## config.mk

```make
export PLATFORM = sky130hd
export DESIGN_NAME = i2c_mbox_port
export DESIGN_NICKNAME = d
export VERILOG_FILES = /design/src/rtl/i2c_mbox_pkg.sv /design/src/rtl/i2c_bus_cond.sv /design/src/rtl/i2c_msg_fifo.sv /design/src/rtl/i2c_slave_fsm.sv /design/src/rtl/i2c_mbox_port.sv
export SDC_FILE = /design/constraint.sdc
export NUM_CORES = 1
export LEC_CHECK = 0
export ABC_AREA = 1
export BUFFER_PORTS_ARGS = -buffer_cell sky130_fd_sc_hd__buf_4
export CELL_PAD_IN_SITES_DETAIL_PLACEMENT = 1
export CELL_PAD_IN_SITES_GLOBAL_PLACEMENT = 1
export CORE_UTILIZATION = 41
export CTS_CLUSTER_SIZE = 12
export DETAILED_ROUTE_END_ITERATION = 10
export PLACE_DENSITY_LB_ADDON = 0.1
export SYNTH_ARGS = -nofsm -noshare
export SYNTH_HDL_FRONTEND = slang
export SYNTH_SLANG_ARGS = --single-unit
```

## constraint.sdc

```tcl
create_clock -name clk -period 1.9 [get_ports clk]
set_input_delay 0.285 -clock clk [delete_from_list [all_inputs] [get_ports clk]]
set_output_delay 0.285 -clock clk [all_outputs]
set_load 0.03 [all_outputs]
```

## src/rtl/i2c_mbox_pkg.sv

```systemverilog
`timescale 1ns/1ps
package i2c_mbox_pkg;

    localparam int ADDR_W = 7;
    localparam int BYTE_W = 8;

    typedef enum logic [3:0] {
        ST_IDLE,
        ST_ADDR,
        ST_ACK,
        ST_RX,
        ST_WR_WAIT,
        ST_RD_WAIT,
        ST_HOLD,
        ST_TX,
        ST_RACK,
        ST_IGNORE
    } port_state_e;

    typedef struct packed {
        logic start;
        logic stop;
        logic rise;
        logic fall;
        logic sda;
    } bus_evt_t;

    function automatic logic addr_hit(input logic [BYTE_W-1:0] hdr,
                                      input logic [ADDR_W-1:0] own);
        return hdr[BYTE_W-1:1] == own;
    endfunction

endpackage

```

## src/rtl/i2c_bus_cond.sv

```systemverilog
`timescale 1ns/1ps
module i2c_bus_cond
    import i2c_mbox_pkg::*;
#(
    parameter int SYNC_STAGES = 2
) (
    input  logic     clk,
    input  logic     rst,
    input  logic     scl_i,
    input  logic     sda_i,
    output bus_evt_t evt,
    output logic     busy
);
    logic [SYNC_STAGES-1:0] scl_sync;
    logic [SYNC_STAGES-1:0] sda_sync;
    logic scl_q;
    logic sda_q;
    logic scl_s;
    logic sda_s;

    assign scl_s = scl_sync[SYNC_STAGES-1];
    assign sda_s = sda_sync[SYNC_STAGES-1];

    always_ff @(posedge clk) begin
        if (rst) begin
            scl_sync <= '1;
            sda_sync <= '1;
            scl_q    <= 1'b1;
            sda_q    <= 1'b1;
        end else begin
            scl_sync <= {scl_sync[SYNC_STAGES-2:0], scl_i};
            sda_sync <= {sda_sync[SYNC_STAGES-2:0], sda_i};
            scl_q    <= scl_s;
            sda_q    <= sda_s;
        end
    end

    always_comb begin
        evt.start = scl_s & scl_q & sda_q & ~sda_s;
        evt.stop  = scl_s & scl_q & ~sda_q & sda_s;
        evt.rise  = scl_s & ~scl_q;
        evt.fall  = ~scl_s & scl_q;
        evt.sda   = sda_s;
    end

    always_ff @(posedge clk) begin
        if (rst) begin
            busy <= 1'b0;
        end else if (evt.start) begin
            busy <= 1'b1;
        end else if (evt.stop) begin
            busy <= 1'b0;
        end
    end

endmodule

```

## src/rtl/i2c_msg_fifo.sv

```systemverilog
`timescale 1ns/1ps
module i2c_msg_fifo #(
    parameter int DEPTH = 4,
    parameter int WIDTH = 16
) (
    input  logic             clk,
    input  logic             rst,
    input  logic             push,
    input  logic [WIDTH-1:0] push_data,
    input  logic             pop,
    output logic [WIDTH-1:0] head,
    output logic             empty,
    output logic             full,
    output logic             overflow
);
    localparam int PTR_W = (DEPTH > 1) ? $clog2(DEPTH) : 1;
    localparam int CNT_W = $clog2(DEPTH + 1);
    localparam logic [PTR_W-1:0] LAST_PTR = PTR_W'(DEPTH - 1);

    logic [WIDTH-1:0] mem [DEPTH];
    logic [PTR_W-1:0] wr_ptr;
    logic [PTR_W-1:0] rd_ptr;
    logic [CNT_W-1:0] level;
    logic do_push;
    logic do_pop;

    assign empty   = (level == '0);
    assign full    = (level == CNT_W'(DEPTH));
    assign do_push = push & ~full;
    assign do_pop  = pop & ~empty;
    assign head    = mem[rd_ptr];

    always_ff @(posedge clk) begin
        if (do_push) begin
            mem[wr_ptr] <= push_data;
        end
    end

    always_ff @(posedge clk) begin
        if (rst) begin
            wr_ptr   <= '0;
            rd_ptr   <= '0;
            level    <= '0;
            overflow <= 1'b0;
        end else begin
            if (do_push) begin
                wr_ptr <= (wr_ptr == LAST_PTR) ? '0 : wr_ptr + 1'b1;
            end
            if (do_pop) begin
                rd_ptr <= (rd_ptr == LAST_PTR) ? '0 : rd_ptr + 1'b1;
            end
            case ({do_push, do_pop})
                2'b10:   level <= level + 1'b1;
                2'b01:   level <= level - 1'b1;
                default: level <= level;
            endcase
            if (push && full) begin
                overflow <= 1'b1;
            end
        end
    end

endmodule

```

## src/rtl/i2c_slave_fsm.sv

```systemverilog
`timescale 1ns/1ps
module i2c_slave_fsm
    import i2c_mbox_pkg::*;
#(
    parameter int MSG_BYTES = 2,
    parameter int MSG_W     = MSG_BYTES * BYTE_W
) (
    input  logic              clk,
    input  logic              rst,
    input  bus_evt_t          evt,
    input  logic [ADDR_W-1:0] own_addr,
    input  logic [MSG_W-1:0]  head_msg,
    input  logic              mb_empty,
    output logic              mb_pop,
    output logic              sda_oe,
    output logic              scl_oe,
    output logic              wr_valid,
    output logic [BYTE_W-1:0] wr_data,
    input  logic              wr_ready
);
    localparam int IDX_W = (MSG_BYTES > 1) ? $clog2(MSG_BYTES) : 1;
    localparam logic [IDX_W-1:0] LAST_IDX = IDX_W'(MSG_BYTES - 1);

    port_state_e       state;
    port_state_e       hold_nxt;
    logic [BYTE_W-1:0] shreg;
    logic [3:0]        cnt;
    logic [IDX_W-1:0]  idx;
    logic              rw;
    logic              ack_addr;
    logic              host_ack;
    logic [BYTE_W-1:0] sel_byte;
    logic [MSG_W-1:0]  shifted;
    logic              last_byte;

    always_comb begin
        shifted  = head_msg >> ((MSG_BYTES - 1 - int'(idx)) * BYTE_W);
        sel_byte = shifted[BYTE_W-1:0];
    end

    assign last_byte = (idx == LAST_IDX);
    assign mb_pop    = (state == ST_RACK) && evt.fall && last_byte;
    assign wr_valid  = (state == ST_WR_WAIT);
    assign wr_data   = shreg;
    assign scl_oe    = (state == ST_WR_WAIT) || (state == ST_RD_WAIT) ||
                       (state == ST_HOLD);

    always_ff @(posedge clk) begin
        if (rst) begin
            state    <= ST_IDLE;
            hold_nxt <= ST_IDLE;
            shreg    <= '0;
            cnt      <= '0;
            idx      <= '0;
            rw       <= 1'b0;
            ack_addr <= 1'b0;
            host_ack <= 1'b0;
            sda_oe   <= 1'b0;
        end else if (evt.stop) begin
            state  <= ST_IDLE;
            sda_oe <= 1'b0;
            idx    <= '0;
        end else if (evt.start) begin
            state    <= ST_ADDR;
            cnt      <= '0;
            sda_oe   <= 1'b0;
            idx      <= '0;
            ack_addr <= 1'b0;
        end else begin
            unique case (state)
                ST_ADDR, ST_RX: begin
                    if (evt.rise) begin
                        shreg <= {shreg[BYTE_W-2:0], evt.sda};
                        cnt   <= cnt + 1'b1;
                    end else if (evt.fall && cnt == 4'd8) begin
                        if (state == ST_RX) begin
                            state <= ST_WR_WAIT;
                        end else if (addr_hit(shreg, own_addr)) begin
                            state    <= ST_ACK;
                            sda_oe   <= 1'b1;
                            ack_addr <= 1'b1;
                            rw       <= shreg[0];
                        end else begin
                            state <= ST_IGNORE;
                        end
                    end
                end
                ST_WR_WAIT: begin
                    if (wr_ready) begin
                        sda_oe   <= 1'b1;
                        state    <= ST_HOLD;
                        hold_nxt <= ST_ACK;
                    end
                end
                ST_ACK: begin
                    if (evt.fall) begin
                        sda_oe   <= 1'b0;
                        cnt      <= '0;
                        ack_addr <= 1'b0;
                        state    <= (ack_addr && rw) ? ST_RD_WAIT : ST_RX;
                    end
                end
                ST_RD_WAIT: begin
                    if (!mb_empty) begin
                        shreg    <= sel_byte;
                        sda_oe   <= ~sel_byte[BYTE_W-1];
                        cnt      <= '0;
                        state    <= ST_HOLD;
                        hold_nxt <= ST_TX;
                    end
                end
                ST_HOLD: begin
                    state <= hold_nxt;
                end
                ST_TX: begin
                    if (evt.fall) begin
                        if (cnt == 4'd7) begin
                            sda_oe <= 1'b0;
                            state  <= ST_RACK;
                        end else begin
                            cnt    <= cnt + 1'b1;
                            shreg  <= {shreg[BYTE_W-2:0], 1'b0};
                            sda_oe <= ~shreg[BYTE_W-2];
                        end
                    end
                end
                ST_RACK: begin
                    if (evt.rise) begin
                        host_ack <= ~evt.sda;
                    end else if (evt.fall) begin
                        if (last_byte || !host_ack) begin
                            idx <= '0;
                        end else begin
                            idx <= idx + 1'b1;
                        end
                        state <= host_ack ? ST_RD_WAIT : ST_IGNORE;
                    end
                end
                default: begin
                    state <= state;
                end
            endcase
        end
    end

endmodule

```

## src/rtl/i2c_mbox_port.sv

```systemverilog
`timescale 1ns/1ps
module i2c_mbox_port
    import i2c_mbox_pkg::*;
#(
    parameter int MSG_BYTES  = 2,
    parameter int MBOX_DEPTH = 4,
    parameter int MSG_W      = MSG_BYTES * BYTE_W
) (
    input  logic              clk,
    input  logic              rst,
    input  logic              scl_i,
    output logic              scl_oe,
    input  logic              sda_i,
    output logic              sda_oe,
    input  logic [ADDR_W-1:0] own_addr,
    output logic              wr_valid,
    output logic [BYTE_W-1:0] wr_data,
    input  logic              wr_ready,
    input  logic              mb_load,
    input  logic [MSG_W-1:0]  mb_msg,
    output logic              mb_full,
    output logic              mb_overflow,
    output logic              irq_pull,
    output logic              bus_busy
);
    bus_evt_t         evt;
    logic             evt_start;
    logic             evt_stop;
    logic [MSG_W-1:0] head_msg;
    logic             mb_empty;
    logic             mb_pop;

    assign evt_start = evt.start;
    assign evt_stop  = evt.stop;
    assign irq_pull  = ~mb_empty;

    i2c_bus_cond #(.SYNC_STAGES(2)) u_cond (
        .clk   (clk),
        .rst   (rst),
        .scl_i (scl_i),
        .sda_i (sda_i),
        .evt   (evt),
        .busy  (bus_busy)
    );

    i2c_msg_fifo #(.DEPTH(MBOX_DEPTH), .WIDTH(MSG_W)) u_fifo (
        .clk       (clk),
        .rst       (rst),
        .push      (mb_load),
        .push_data (mb_msg),
        .pop       (mb_pop),
        .head      (head_msg),
        .empty     (mb_empty),
        .full      (mb_full),
        .overflow  (mb_overflow)
    );

    i2c_slave_fsm #(.MSG_BYTES(MSG_BYTES), .MSG_W(MSG_W)) u_fsm (
        .clk      (clk),
        .rst      (rst),
        .evt      (evt),
        .own_addr (own_addr),
        .head_msg (head_msg),
        .mb_empty (mb_empty),
        .mb_pop   (mb_pop),
        .sda_oe   (sda_oe),
        .scl_oe   (scl_oe),
        .wr_valid (wr_valid),
        .wr_data  (wr_data),
        .wr_ready (wr_ready)
    );

endmodule

```

==> metrics.txt <==
R2R depth=9; Critical Path RT=2140 ps; Area Overhead vs Synth=22.7%; sequential cell area fraction in the yosys report=56.9%; Yosys top cell by area=edfxtp_1; I/O Buffers=43; CP Data Arrival Time=2040 ps; Layout Nets=651; reg2reg end=u_fifo.level[1]; Die Width=110 um; Die Ht=110 um; Slew @ Worst Pin=421 ps; critical path peak fanout=3; CTS tree=yes; pin count of the biggest net entering global routing=33; Place WS=-88.7 ps; MaxCap Viol Count=0; Antenna Nets Post-Route=0; CP Capture Type=flip-flop; first-pass GRT wire length=19200 um; sequence of cells on the critical path=nor2_2 > nand3_2 > nor3_4 > nand2_1 > inv_2 > ha_4 > fa_2 > o21ai_1 > a21oi_1; RePlAce Congestion=0.873; Ant. Diodes=0; I/O Pins=44; Max Fclk=0.556 GHz; Net Count, Synth=586; Hold Path End=u_cond.sda_sync[0]; Final Critical Period=1800 ps; worst clock skew=9.58 ps; Critical Path Start=u_fsm.state[1]; worst-skew pair later-pin latency=350 ps; setup_tns=0 ps; filler instances=1313; Slew Limit Fails=0; # DRC=0; final setup fails=0; row count=39; layout cells sized above 1=20.2%; via count=3881; Post-Synthesis Cell Area=0.00478 mm2; Overall Global Routing Usage=21.6%; core area=0.0114 mm2; Min-Delay Path Depth=2; Hold Path Class=input pin to flip-flop; post-synthesis cell type count=36; Pre-antenna DRT Iters=4; slowest stage cell, crit path=fa_2; Area after DPL=0.00549 mm2; 1st-iter DRT viols=156; cts bufs inserted=9; final setup margin=102 ps; Tcrit/Tclk final=94.7%; clock-pin slew on the worst setup and hold paths=70 ps; initial antenna violation count=0; pwr/cell area=1080 mW/mm2; Finished Core Util=51.6%; Routed WL per cell=16.0 um; critical hold path startpoint=sda_i; Sink Count=104; Hold Fails Final Rpt=0; Final HPWL DP=8960 um; total wire length=12200 um; Root Driver=clkbuf_16; top post-synthesis cells by area=edfxtp_1, dfxtp_1, nor2_1; status=complete, no violations; worst vdd ir=0.670 mV; Reg area=0.00273 mm2; average size of a mapped cell=8.72 um2; Synth Instances=548; clock buffer depth=2; reg2reg setup slack=100 ps; multi-input logic area=0.00188 mm2; register bit total from synthesis=104; worst stage delay on the critical path=420 ps; worst rel slew slack=71.5%; YS warnings=0; final instance area=0.00586 mm2; GRT Residual Overflow=0; static leakage=2.47 nW; critical path type=flip-flop to flip-flop; die area=0.0121 mm2; H-tree depth=3; area share of the largest cell type after synthesis=40.2%; Initial Util=42.0%; cts hold-fix bufs=0; Vias/cell=5.10; Worst R2R Start=u_fsm.state[1]; Startpoint Class=flip-flop; vias in the first global route=3971; Tot Pwr=6.34 mW
[state kept, by name, summed over array words and instances, names as in the netlist, named ones only]
| signal | flops |
|---|---|
| u_fifo.rd_ptr | 2 |
| u_fifo.mem | 64 |
| u_fsm.cnt | 4 |
| u_fsm.hold_nxt | 2 |
| u_fsm.idx | 1 |
| u_cond.scl_sync | 2 |
| u_cond.scl_q | 1 |
| u_fifo.level | 3 |
| u_fifo.wr_ptr | 2 |
| u_fsm.sda_oe | 1 |
| u_cond.sda_sync | 2 |
| u_fsm.state | 4 |
| u_fifo.overflow | 1 |
| u_cond.busy | 1 |
| u_cond.sda_q | 1 |
| u_fsm.rw | 1 |
| u_fsm.host_ack | 1 |
| u_fsm.wr_data | 8 |
| u_fsm.ack_addr | 1 |
[cell usage in the layout (no fill, tap or decap), types with 2 or more instances in the layout]
master     instances
nor2_2             5
nand3_1           26
edfxtp_1          64
ha_1               7
o21ai_0           47
dfxtp_1           37
xnor2_1            2
or2_2              5
inv_2              8
clkbuf_16          9
nor4_1             2
nand2_4            2
nor2_4             3
nor2_1           106
buf_12             4
o21ai_1            9
nor3_4             2
clkinv_2           4
dfxtp_2            3
nor3_1             5
inv_1             49
a21oi_1           18
nand2_2            4
clkinv_4           2
o211ai_1          15
nand2_1           96
buf_4             64
[worst max-delay path: cells and delay by family (launching register included)]
family	cells	cell delay, ps
flops	1	330
simple gates	4	490
buf+inv	1	90
fa+ha+maj	2	570
compound gates	2	200
[report_power, final]
part | switching (mW) | total (mW) | leakage [nW] | internal, mW
Combinational | 1.13 | 1.76 | 1.41 | 0.633
Clock | 0.793 | 1.81 | 0.147 | 1.02
Sequential | 0.152 | 2.77 | 0.916 | 2.61
Total | 2.07 | 6.34 | 2.47 | 4.27
[synthesized netlist by cell type]
cell type and instances:
nand4_1 1, or2_2 5, nor3_2 1, o21ai_0 52, nand2_4 1, buf_1 2, ha_1 8, inv_1 53
clkbuf_1 10, nor3b_1 1, clkinv_1 2, a21oi_2 1, o211ai_1 15, nor2_4 1, nor3_1 7, a32oi_1 1
nand2_2 3, dfxtp_1 40, inv_2 4, nor2_2 4, nand3_1 28, nor4_1 2, nand2_1 98, nand3b_1 1
o211a_1 1, nor2_1 109, o21bai_1 1, fa_1 1, o21ai_1 5, a21oi_1 19, edfxtp_1 64, nor4b_1 1
a31oi_1 1, xnor2_1 2, a211oi_1 1, buf_2 2
[kinds of logic (layout without fill, tap and decap cells)]
| logic type | after synthesis | after routing | share of synthesized area, % |
|---|---|---|---|
| xor gates and xnor gates | 2 | 2 | 0.366 |
| AOI/OAI and AO/OA | 97 | 97 | 11.3 |
| DFF | 104 | 104 | 56.9 |
| and+or+nand+nor | 263 | 263 | 23.1 |
| buffers and inverters | 73 | 143 | 5.78 |
| adders and majority gates | 9 | 9 | 2.51 |
[stage by stage]
| step | hold slack (ps) | cells |
|---|---|---|
| 2_1_floorplan | 384 | 548 |
| 3_3_place_gp | 399 | 744 |
| 3_5_place_dp | 397 | 744 |
| 4_1_cts | 102 | 760 |
| 5_1_grt | 112 | 761 |
| 6_report | 118 | 761 |
[metal layers]
metal | track usage [%] | vias up | routed length (um)
met5 | 0 | - | 0
met4 | 8.86 | 0 | 243
met3 | 3.17 | 17 | 269
met2 | 41.0 | 45 | 6580
met1 | 24.0 | 1868 | 5100
li1 | - | 1951 | -
[what timing repair did]
action	4_1_cts	5_1_grt
gates resized for setup	8	19
buffers inserted	0	1
endpoints found under the setup margin	2	18
pin swaps	0	2
[cell type report]
class / count / area share, %
sequential: 104 / 46.5
multi-input combinational: 371 / 32.0
timing repair buffer: 68 / 9.56
clock buffer: 9 / 3.84
inverter: 59 / 3.82
tap: 143 / 3.05
clock inverter: 7 / 1.19
[how the worst max path moves through the flow]
| stage | slack (ps) | to |
|---|---|---|
| 4_1_cts | 3 | u_fifo.level[1] |
| 6_report | 100 | u_fifo.level[1] |
| 3_3_place_gp | 60 | u_fifo.level[2] |
| 5_1_grt | -9 | u_fsm.state[1] |
| 2_1_floorplan | 6 | u_fifo.level[1] |
| 3_5_place_dp | -90 | u_fifo.level[2] |
Power figures use the tool's default switching activity.
